`src/rtl/lpt_fifo_pkg.sv`:
```
package lpt_fifo_pkg;

    typedef enum logic [2:0] {
        MD_STD   = 3'b000,
        MD_BYTE  = 3'b001,
        MD_SFIFO = 3'b010,
        MD_ECP   = 3'b011,
        MD_EPP   = 3'b100,
        MD_RSVD  = 3'b101,
        MD_TEST  = 3'b110,
        MD_CFG   = 3'b111
    } port_mode_e;

    typedef struct packed {
        logic       cmd;
        logic [7:0] byte_v;
    } fifo_entry_t;

    localparam logic [2:0] OFF_CMD  = 3'd0;
    localparam logic [2:0] OFF_FIFO = 3'd4;
    localparam logic [2:0] OFF_CFGB = 3'd5;
    localparam logic [2:0] OFF_ECTL = 3'd6;

endpackage

```
`src/rtl/lpt_tag_fifo.sv`:
```
module lpt_tag_fifo
    import lpt_fifo_pkg::*;
#(
    parameter int DEPTH = 16
) (
    input  logic        clk,
    input  logic        rst_n,
    input  logic        flush_i,
    input  logic        push_i,
    input  fifo_entry_t din_i,
    input  logic        pop_i,
    output fifo_entry_t head_o,
    output logic        empty_o,
    output logic        full_o
);
    localparam int AW = (DEPTH > 1) ? $clog2(DEPTH) : 1;
    localparam int CW = $clog2(DEPTH + 1);
    localparam logic [AW-1:0] LAST = AW'(DEPTH - 1);

    typedef struct packed {
        logic [AW-1:0] wp;
        logic [AW-1:0] rp;
        logic [CW-1:0] cnt;
    } fifo_state_t;

    fifo_state_t st_q, st_d;
    fifo_entry_t mem_q [DEPTH];
    logic        do_push, do_pop;

    assign empty_o = (st_q.cnt == '0);
    assign full_o  = (st_q.cnt == CW'(DEPTH));
    assign do_push = push_i && !full_o && !flush_i;
    assign do_pop  = pop_i && !empty_o && !flush_i;
    assign head_o  = mem_q[st_q.rp];

    always_comb begin
        st_d = st_q;
        if (flush_i) begin
            st_d = '0;
        end else begin
            if (do_push) st_d.wp = (st_q.wp == LAST) ? '0 : st_q.wp + 1'b1;
            if (do_pop)  st_d.rp = (st_q.rp == LAST) ? '0 : st_q.rp + 1'b1;
            st_d.cnt = st_q.cnt + CW'(do_push) - CW'(do_pop);
        end
    end

    always_ff @(posedge clk or negedge rst_n) begin
        if (!rst_n) st_q <= '0;
        else        st_q <= st_d;
    end

    always_ff @(posedge clk) begin
        if (do_push) mem_q[st_q.wp] <= din_i;
    end


    cnt_bound_chk: assert property (@(posedge clk) disable iff (!rst_n)
        st_q.cnt <= CW'(DEPTH));


    drop_when_full_chk: assert property (@(posedge clk) disable iff (!rst_n)
        (full_o && push_i && !pop_i && !flush_i) |=> full_o);


    flush_empties_chk: assert property (@(posedge clk) disable iff (!rst_n)
        flush_i |=> empty_o);

endmodule

```
`src/rtl/lpt_cfg_words.sv`:
```
module lpt_cfg_words #(
    parameter logic       LEVEL_IRQ = 1'b1,
    parameter logic [2:0] WIDTH_ID  = 3'b001,
    parameter logic       NO_PIPE   = 1'b1,
    parameter logic [2:0] IRQ_SEL   = 3'b001,
    parameter logic [2:0] DMA_SEL   = 3'b011
) (
    output logic [7:0] cfg_a_o,
    output logic [7:0] cfg_b_o
);
    assign cfg_a_o = {LEVEL_IRQ, WIDTH_ID, 1'b0, NO_PIPE, 2'b00};
    assign cfg_b_o = {2'b00, IRQ_SEL, DMA_SEL};
endmodule

```
`src/rtl/lpt_mode_fifo.sv`:
```
module lpt_mode_fifo
    import lpt_fifo_pkg::*;
#(
    parameter int         DEPTH     = 16,
    parameter logic       LEVEL_IRQ = 1'b1,
    parameter logic [2:0] WIDTH_ID  = 3'b001,
    parameter logic       NO_PIPE   = 1'b1,
    parameter logic [2:0] IRQ_SEL   = 3'b001,
    parameter logic [2:0] DMA_SEL   = 3'b011
) (
    input  logic       clk,
    input  logic       rst_n,
    input  logic       reg_wr,
    input  logic       reg_rd,
    input  logic [2:0] reg_addr,
    input  logic [7:0] reg_wdata,
    output logic [7:0] reg_rdata,
    input  logic       link_reverse,
    output logic       tx_valid,
    output logic [7:0] tx_byte,
    output logic       tx_cmd,
    input  logic       tx_ready,
    input  logic       rx_valid,
    input  logic [7:0] rx_byte,
    output logic       rx_ready,
    output logic       ovf_flag
);
    typedef struct packed {
        port_mode_e mode;
        logic       err_dis;
        logic       dma_en;
        logic       svc;
        logic       ovf;
    } ctl_state_t;

    ctl_state_t  ctl_q, ctl_d;
    fifo_entry_t push_entry, head;
    logic        f_empty, f_full, f_push, f_pop, f_flush;
    logic [7:0]  cfg_a, cfg_b;
    logic        ecp_fwd, ecp_rev, host_drain, host_fill_fifo, host_fill_cmd;
    logic        host_push_req, ectl_wr;

    lpt_cfg_words #(
        .LEVEL_IRQ(LEVEL_IRQ), .WIDTH_ID(WIDTH_ID), .NO_PIPE(NO_PIPE),
        .IRQ_SEL(IRQ_SEL), .DMA_SEL(DMA_SEL)
    ) u_cfg (
        .cfg_a_o(cfg_a),
        .cfg_b_o(cfg_b)
    );

    lpt_tag_fifo #(.DEPTH(DEPTH)) u_fifo (
        .clk     (clk),
        .rst_n   (rst_n),
        .flush_i (f_flush),
        .push_i  (f_push),
        .din_i   (push_entry),
        .pop_i   (f_pop),
        .head_o  (head),
        .empty_o (f_empty),
        .full_o  (f_full)
    );

    always_comb begin
        ecp_fwd    = (ctl_q.mode == MD_ECP) && !link_reverse;
        ecp_rev    = (ctl_q.mode == MD_ECP) && link_reverse;
        host_drain = (ctl_q.mode == MD_TEST) || ecp_rev;
        host_fill_fifo = reg_wr && (reg_addr == OFF_FIFO) &&
            ((ctl_q.mode == MD_SFIFO) || ecp_fwd || (ctl_q.mode == MD_TEST));
        host_fill_cmd  = reg_wr && (reg_addr == OFF_CMD) && ecp_fwd;
        host_push_req  = host_fill_fifo || host_fill_cmd;
        ectl_wr        = reg_wr && (reg_addr == OFF_ECTL);

        rx_ready = ecp_rev && !f_full;
        tx_valid = !f_empty && ((ctl_q.mode == MD_SFIFO) || ecp_fwd);
        tx_byte  = head.byte_v;
        tx_cmd   = head.cmd;

        if (ecp_rev) begin
            push_entry = '{cmd: 1'b0, byte_v: rx_byte};
            f_push     = rx_valid;
        end else begin
            push_entry = '{cmd: host_fill_cmd, byte_v: reg_wdata};
            f_push     = host_push_req;
        end
        f_pop   = (tx_valid && tx_ready) ||
                  (host_drain && reg_rd && (reg_addr == OFF_FIFO));
        f_flush = ectl_wr && (reg_wdata[7:5] == MD_STD || reg_wdata[7:5] == MD_BYTE);

        ctl_d = ctl_q;
        if (ectl_wr) begin
            ctl_d.mode    = port_mode_e'(reg_wdata[7:5]);
            ctl_d.err_dis = reg_wdata[4];
            ctl_d.dma_en  = reg_wdata[3];
            ctl_d.svc     = reg_wdata[2];
        end
        if (f_flush)
            ctl_d.ovf = 1'b0;
        else if (host_push_req && f_full)
            ctl_d.ovf = 1'b1;

        reg_rdata = 8'h00;
        case (reg_addr)
            OFF_ECTL: reg_rdata = {ctl_q.mode, ctl_q.err_dis, ctl_q.dma_en,
                                   ctl_q.svc, f_full, f_empty};
            OFF_FIFO: begin
                if (ctl_q.mode == MD_CFG)        reg_rdata = cfg_a;
                else if (host_drain && !f_empty) reg_rdata = head.byte_v;
            end
            OFF_CFGB: if (ctl_q.mode == MD_CFG) reg_rdata = cfg_b;
            default:  reg_rdata = 8'h00;
        endcase
    end

    assign ovf_flag = ctl_q.ovf;

    always_ff @(posedge clk or negedge rst_n) begin
        if (!rst_n) ctl_q <= '{mode: MD_STD, default: 1'b0};
        else        ctl_q <= ctl_d;
    end


    mode_store_chk: assert property (@(posedge clk) disable iff (!rst_n)
        (reg_wr && reg_addr == OFF_ECTL) |=> (ctl_q.mode == $past(reg_wdata[7:5])));


    tx_needs_data_chk: assert property (@(posedge clk) disable iff (!rst_n)
        tx_valid |-> !f_empty);


    test_no_tx_chk: assert property (@(posedge clk) disable iff (!rst_n)
        (ctl_q.mode == MD_TEST) |-> !tx_valid);


    rev_no_tx_chk: assert property (@(posedge clk) disable iff (!rst_n)
        (ctl_q.mode == MD_ECP && link_reverse) |-> !tx_valid);


    rx_ready_full_chk: assert property (@(posedge clk) disable iff (!rst_n)
        rx_ready |-> !f_full);

endmodule

```
`config.mk`:
```
export PLATFORM = sky130hd
export DESIGN_NAME = lpt_mode_fifo
export DESIGN_NICKNAME = d
export VERILOG_FILES = /design/src/rtl/lpt_fifo_pkg.sv /design/src/rtl/lpt_tag_fifo.sv /design/src/rtl/lpt_cfg_words.sv /design/src/rtl/lpt_mode_fifo.sv
export SDC_FILE = /design/constraint.sdc
export NUM_CORES = 1
export LEC_CHECK = 0
export BUFFER_PORTS_ARGS = -buffer_cell sky130_fd_sc_hd__clkbuf_2
export CAP_MARGIN = 20
export CELL_PAD_IN_SITES_DETAIL_PLACEMENT = 1
export CELL_PAD_IN_SITES_GLOBAL_PLACEMENT = 2
export CORE_ASPECT_RATIO = 1.25
export CORE_UTILIZATION = 40
export CTS_CLUSTER_SIZE = 16
export DETAILED_ROUTE_END_ITERATION = 6
export PLACE_DENSITY = 0.71
export SYNTH_ARGS = -nofsm -noshare
export SYNTH_HDL_FRONTEND = slang
export SYNTH_SLANG_ARGS = --single-unit
```
`constraint.sdc`:
```
create_clock -name clk -period 4.4 [get_ports clk]
set_input_delay 0.44 -clock clk [delete_from_list [all_inputs] [get_ports clk]]
set_output_delay 0.44 -clock clk [all_outputs]
set_load 0.03 [all_outputs]
```
# After elaboration in Yosys (flattened, before gate mapping)
# Memory sizes are Yosys's and may differ from the RTL's.
# Index checks and enable logic that the tools add are counted.
[word_totals] regBits=20 ramBits=144 in_bits=26 output_inout_bits=20 wordCells=74 n_memories=1
[memory_table] memory="u_fifo.mem_q" depth=16 width=9 rd=1 rd_clocked_by_memory_dff=0 wr=1 line="lpt_tag_fifo.sv:27" text="fifo_entry_t mem_q [DEPTH];"
[classes] n_addsub=4 n_eq_ne=11 mux=15 n_reduce_logical=35
[ops] op="8-bit one-hot mux with 3 select lines" n=1
[ops] op="4-bit two-way mux" n=5
[ops] op="1-bit logical AND" n=19
[ops] op="8-bit two-way mux" n=2
[ops] op="3-bit == test (second input constant)" n=5
[ops] op="13-bit two-way mux" n=1
[ops] op="9-bit two-way mux" n=1
[ops] op="4-bit by 1-bit adder with 4-bit output (second input constant)" n=2
[ops] op="4-bit == test (second input constant)" n=2
[ops] op="3-bit by 2-bit == test with 1-bit output (second input constant)" n=2
[ops] op="3-bit logical NOT" n=2
[ops] op="1-bit logical OR" n=6
[ops] op="2-bit nonzero test" n=3
[ops] op="5-bit by 1-bit adder with 5-bit output" n=1
[ops] op="5-bit == test (second input constant)" n=1
[ops] op="5-bit logical NOT" n=1
[ops] op="1-bit two-way mux" n=5
[ops] op="5-bit by 1-bit subtractor with 5-bit output" n=1
[ops] op="1-bit logical NOT" n=4
[ops] op="3-bit by 1-bit == test with 1-bit output (second input constant)" n=1

# Logic depth before layout (Yosys ltp)
# Gate-level depths: netlist of the first run.
[logic_depth] ltp_word=12 mapped_depth=14 depth_no_buf=14

# Cells and area by module
# From an unflattened synthesis of the first run, not the netlist that was laid out.
[hier_totals] hier_cells=484 area_unflattened_um2=7632.3
[modules_own_cells] module="lpt_tag_fifo" instances=1 cells_each=369 area_each_um2=6532.5 seq_area_each_um2=4649.5
[modules_own_cells] module="lpt_mode_fifo" instances=1 cells_each=97 area_each_um2=972.2 seq_area_each_um2=175.2
[modules_own_cells] module="lpt_cfg_words" instances=1 cells_each=18 area_each_um2=127.6 seq_area_each_um2=0.0

# Least setup slack after synthesis of the first run
# Ideal clock, no wire load.
[synth_timing] path_type="register to register" startpoint="reg u_fifo.st_q[3] in the netlist's numbering" endpoint="reg u_fifo.st_q[4] in the netlist's numbering" setup_ns=0.077 arrival_time_ns=3.033 required_time_ns=4.323 path_slack_ns=1.290 stages_incl_launch_ff=15 synth_period_minus_slack_ns=3.110 path_cell_list="dfrtp_1 -> inv_1 -> ha_1 -> or4b_1 -> nand2_1 -> a21oi_2 -> and2_1 -> ha_1 -> inv_1 -> ha_1 -> fa_1 -> a21oi_1 -> nor2_1 -> or3_1 -> a21oi_1"
[synth_rtl] element="start: declaration" line="lpt_tag_fifo.sv:26" text="fifo_state_t st_q, st_d;"
[synth_rtl] element="start signal: assignment" line="lpt_tag_fifo.sv:49" text="else st_q <= st_d;"

==> flow_summary.ini, run 1 <==
[timing]
slew_violations = 0
tns_ns = 0
worst_hold_slack_ns = -0.00662
fmax_ghz = 0.293
period_minus_slack_ns = 3.41
slew-limit-headroom_pct = 28.7
finalHoldViolations = 7
tightest_slew_ns = 1.06
rsz0062_at_grt = false
timing.final.crit_share_pct = 77.5
fin_worst_skew_ns = 0.0138
setup_viol = 0

[critical_path]
reg2reg_from = u_fifo.st_q[3]
critical_path.startpoint = u_fifo.st_q[3]
critPathMaxFanout = 5
r2r_slack_ns = 0.99
reg2regPathDepth = 14
arrival_ns = 3.76
setup.worst_path.start_class = register
required_ns = 4.75
end_kind = register
worstReg2RegEnd = u_fifo.st_q[4]
worstSetupPathType = register to register

[route]
route.detailed.drc = 0
first_pass_iters = 4
vias = 4187
routed_via_density = 5.69
drtIter0Drc = 326
wl_um = 18300
antenna_left = 0
wl_per_cell_um = 24.8

[grt]
gr-usage-all-layers_pct = 20.6
antenna_found_initial = 0
grt_pass1_wl_um = 27300
grt_max_degree = 26
grt_remaining_overflow = 0
grt_pass1_vias = 4384

[finish]
fin_cells = 736
diodes = 0
final_nets = 533
area_growth_pct = 13.8
drive_gt1_share_pct = 29.9

[clock_tree]
cts_resized = 0
ctsHoldBuffers = 0
cts_setup_buffers = 0
clkTransAtPathRegs_ns = 0.07
h-tree-depth = 4
cts.sinks = 164
cts_tree = built
max-clock-path-buffers = 2
cts_buffers = 17
clkLatencyLatePin_ns = 0.43
clockRootBuffer = clkbuf_16

[logic_synthesis]
synth_area_leaders = edfxtp_1 58%, mux4_2 11%, dfrtp_1 6.8%
synth.distinct_cells = 60
syn_nets = 486
synth-async-reset-ratio_pct = 12.2
syn_inst = 448
yosysTopAreaCellShare_pct = 58.4
synth_area_sq_um = 7400
synth_ff_type = edfxtp_1
ys_seq_area_share_pct = 65.2
yosys.area.top_type = edfxtp_1
ys_ff_latch = 164
synth_area_per_cell_sq_um = 16.5
yosys_warnings = 0
synth_edf_count = 144

[floorplanning]
initial_utilization_pct = 40.9
fp.dieH_um = 154
ioPinCount = 46
core_sq_um = 18100
rows = 55
die_x_um = 124
die_area_sq_um = 19100

[placement]
io_buffers = 45
place_congestion = 0.843
hpwl_um = 12500
dpl.cell_count = 704

[power]
peakVddDrop_mv = 0.292
powerDensity_nw_per_um2 = 594
p_leak_nw = 2.98

[flow_run]
cap_viol_max_count = 0

[outcome]
violations = hold timing
status = finished, violations left

[min_path]
hold_path_class = primary input to asynchronous set/reset pin
## synth_stat cells (all sizes together) (2+ instances only)
cell type and instances:
edfxtp 144, nand2 46, mux4 37, dfrtp 20
buf 19, mux2i 18, nor2 17, a21oi 15
mux2 13, inv 12, ha 11, and3 7
nand3 7, nand4b 7, and4b 6, clkbuf 6
and2 5, o211ai 5, o21ai 5, and4 4
a211oi 3, a21o 3, nand2b 3, o221ai 3
a2111o 2, and4bb 2, nand3b 2, nor2b 2
nor3b 2, xnor2 2
## metrics by stage
step                      worst slack, ns  power [mW]  cell area [sq um]  util (%)  hold slack [ns]
after detailed placement            0.999        3.60               7840      43.3            0.473
final                               0.990        5.00               8420      46.5         -0.00662
after CTS                           0.975        5.07               8420      46.5          0.00748
after global routing                0.796        5.24               8420      46.5           0.0329
after global placement               1.14        3.55               7840      43.3            0.460
after floorplan                      1.29        3.13               7400         -            0.144
## worst max-delay path, stage by stage (launching register included)
cell and delay, ns:
dfrtp_1 0.40, inv_1 0.08, ha_1 0.18, or4b_1 0.55
nand2_1 0.19, a21oi_2 0.08, and2_1 0.17, ha_1 0.27
inv_1 0.04, ha_1 0.22, fa_1 0.43, a21oi_1 0.16
nor2_1 0.06, or3_1 0.34, a21oi_1 0.16
## report_power, final
part | leakage (nW) | switching [mW] | internal [mW]
combinational | 1.15 | 0.859 | 0.666
clock | 0.272 | 0.633 | 0.838
sequential | 1.56 | 0.212 | 1.80
total | 2.98 | 1.70 | 3.30
## cell usage in the layout, fill, tap and decap left out, drive strengths merged, types with 2 or more instances in the layout
master / count
nand2b: 3
and4: 4
and4b: 6
nor2: 17
a21o: 3
edfxtp: 144
o21ai: 5
dfrtp: 20
mux2: 13
nor3b: 2
clkinvlp: 4
o211ai: 5
a21oi: 15
mux2i: 18
clkinv: 5
nand2: 46
a211oi: 3
nand3: 7
and4bb: 2
o221ai: 3
nand4b: 7
buf: 8
and2: 5
and3: 7
inv: 16
nor2b: 2
clkbuf: 62
a2111o: 2
nand3b: 2
xnor2: 2
mux4: 37
ha: 11
bufinv: 2
## state kept, by name, indices dropped and copies added, names as in the netlist
name and cells:
ovf_flag 1, u_fifo.mem_q 144, ctl_q 6, u_fifo.st_q 13
## area by class of cell
| type | instances | area, sq um |
|---|---|---|
| clock buffer | 17 | 425 |
| clock inverter | 15 | 155 |
| fill | 1775 | 9680 |
| inverter | 12 | 45.0 |
| multi-input combinational | 247 | 2400 |
| sequential | 164 | 4830 |
| tap | 228 | 285 |
| timing repair buffer | 53 | 285 |
## worst max path at each step
stage                           to  slack [ns]  cells past startpoint
global placement    u_fifo.st_q[4]        1.14                     14
CTS                 u_fifo.st_q[4]        0.98                     14
floorplan           u_fifo.st_q[4]        1.29                     14
global route        u_fifo.st_q[4]        0.80                     14
finish              u_fifo.st_q[4]        0.99                     14
detailed placement  u_fifo.st_q[4]         1.0                     14
## logic make-up (layout without fill, tap and decap cells)
family | after synthesis | count (layout) | synth area share [%]
AO/OA/AOI/OAI | 46 | 46 | 4.90
XOR/XNOR | 3 | 3 | 0.355
adder cells (fa/ha/maj) | 12 | 12 | 2.13
buffers and inverters | 37 | 97 | 2.57
flip-flops | 164 | 164 | 65.2
multiplexers | 68 | 68 | 15.7
AND/OR/NAND/NOR | 118 | 118 | 9.18
## metal layers
layer	GRT usage, %	share of wire [%]	up-vias
li1	-	-	1877
met1	26.4	43	2199
met2	34.8	52	98
met3	3.89	3.5	13
met4	6.60	1.2	0
met5	0	0	-
No activity file was read; power rests on OpenSTA's default activity.
==> run 2: changes to the inputs <==
Settings changed: PLACE_DENSITY 0.71 to 0.74.
Clock period 4.4 ns to 2.84 ns, I/O delays scaled along.
==> run 2 against run 1 <==
Compared with the run above: the run ends with setup timing left; clock power grew 59%; non-clock buffer count increased by 46; core utilization rose by 2.4 points; die area stayed put; flip-flop and latch count stayed put; critical endpoint unchanged; worst hold slack better by 0.13 ns; critical path depth is the same; worst setup slack lost 1.1 ns; count of clock-buffer cells in the layout did not move.
==> flow_summary.ini, run 2 (synthesized netlist as in run 1, its figures left out) <==
[outcome]
status = finished, violations left
violations = setup timing

[timing]
tightest_slew_ns = 0.662
finalWorstSetupSlack_ns = -0.120
setup_viol = 1
fin_worst_skew_ns = 0.0137
rsz0062_at_grt = true
timing.final.crit_share_pct = 104
slew-limit-headroom_pct = 55.8
finalHoldViolations = 0
slew_violations = 0
period_minus_slack_ns = 2.96
worst_hold_slack_ns = 0.123
fmax_ghz = 0.338

[route]
route.detailed.drc = 0
antenna_left = 0
wl_per_cell_um = 23.7
met3_wirelength_um = 1060
m1WireLength_um = 7250
wl_um = 18500
drtIter0Drc = 243
top_layer_used = met5
wl_met2_um = 9940
vias = 4338
first_pass_iters = 6
routed_via_density = 5.55

[finish]
drive_gt1_share_pct = 37.7
fin_area_sq_um = 8860
fin_cells = 782
regMostFlops = u_fifo.mem_q
area_growth_pct = 19.8
layout_common_cells = 144 x edfxtp_1, 51 x buf_4, 45 x nand2_1
final_nets = 579
fill_cells = 1774
diodes = 0
largest_register_ffs = 144
mostFrequentLayoutCell = edfxtp_1
multi_input_area_sq_um = 2440
area.sequential_sq_um = 4830
largestRegisters = u_fifo.mem_q: 144 flops, u_fifo.st_q: 13 flops, ctl_q: 6 flops

[critical_path]
critPathMaxFanout = 2
worstSetupPathType = register to register
end_kind = register
critical_path.startpoint = u_fifo.st_q[2]
critPathCapture = u_fifo.st_q[4]
reg2reg_from = u_fifo.st_q[2]
reg2regPathDepth = 14
r2r_slack_ns = -0.12
required_ns = 3.20
setup.worst_path.start_class = register
arrival_ns = 3.32
worstReg2RegEnd = u_fifo.st_q[4]

[placement]
dp_slack_ns = -0.113
placedInstanceArea_sq_um = 8170
io_buffers = 45
dpl.cell_count = 743
hpwl_um = 12900
place_congestion = 0.767

[grt]
grt_max_degree = 21
grt_pass1_vias = 4725
antenna_found_initial = 2
gr-usage-all-layers_pct = 21.1
grt_remaining_overflow = 0
grt_pass1_wl_um = 28200

[floorplanning]
ioPinCount = 46
die_area_sq_um = 19100
fp.dieH_um = 154
die_x_um = 124
rows = 55
core_sq_um = 18100
initial_utilization_pct = 40.9

[clock_tree]
clkTransAtPathRegs_ns = 0.07
cts_buffers = 17
h-tree-depth = 4
max-clock-path-buffers = 2
clkLatencyLatePin_ns = 0.43
clockRootBuffer = clkbuf_16
cts.sinks = 164
cts_tree = built

[power]
p_leak_nw = 3.24
powerDensity_nw_per_um2 = 921
fin_total_pwr_mw = 8.16
peakVddDrop_mv = 0.422

[min_path]
hold_path_class = primary input to register

[flow_run]
cap_viol_max_count = 0
[run 2: cell types whose count changed in the layout (fill, tap and decap cells not counted), sizes merged]
cell / change
buf: +45
bufinv: -1
clkinv: -2
clkinvlp: -3
dlygate4sd3: +1
inv: +6
[run 2: area by class of cell]
| class | instances | area share, % |
|---|---|---|
| Tap cell | 228 | 3.22 |
| Sequential cell | 164 | 54.5 |
| Clock buffer | 17 | 4.80 |
| Timing Repair Buffer | 99 | 7.45 |
| Multi-Input combinational cell | 247 | 27.5 |
| Clock inverter | 15 | 2.05 |
| Inverter | 12 | 0.508 |
[run 2: metal layers]
layer,up-vias,track usage [%]
li1,1960,-
met1,2255,24.8
met2,99,36.6
met3,20,5.53
met4,4,7.29
met5,-,0
[run 2: timing repair]
| action | 4_1_cts | 5_1_grt |
|---|---|---|
| setup endpoints to repair | 12 | 14 |
| hold buffers | 1 | 0 |
| hold endpoints to repair | 20 | 0 |
| buffers inserted | 5 | 1 |
| gates resized for setup | 9 | 1 |
[run 2: worst min path at each step]
stage	from	end	slack, ns	cells past startpoint
CTS	reg_wdata[4]	ctl_q[3]	0.10	2
floorplan	rst_n	ctl_q[1]	-0.01	0
global route	reg_wdata[4]	ctl_q[3]	0.11	2
detailed placement	rst_n	ovf_flag	0.32	1
global placement	rst_n	ovf_flag	0.30	1
finish	reg_wdata[4]	ctl_q[3]	0.12	2
[run 2: stage by stage]
step	utilization (%)	TNS, ns
after global placement	45.2	-0.0461
final	49.0	-0.120
after floorplan	-	-0.0596
after detailed placement	45.2	-0.113
after global routing	49.0	-0.885
after CTS	48.9	-0.239
[run 2: power by group]
part | internal [mW] | leakage (nW) | switching (mW) | total [mW]
combinational | 1.28 | 1.39 | 1.49 | 2.77
sequential | 2.79 | 1.56 | 0.259 | 3.05
clock | 1.27 | 0.296 | 1.08 | 2.34
total | 5.34 | 3.24 | 2.82 | 8.16
[run 2: worst max-delay path, stage by stage (launching register included)]
cell     delay, ns
dfrtp_1       0.40
inv_2         0.09
ha_4          0.13
or4b_4        0.48
nand2_4       0.08
a21oi_2       0.04
and2_1        0.16
ha_1          0.27
inv_1         0.04
ha_2          0.19
fa_2          0.35
a21oi_2       0.12
nor2_1        0.05
or3_1         0.37
a21oi_2       0.13
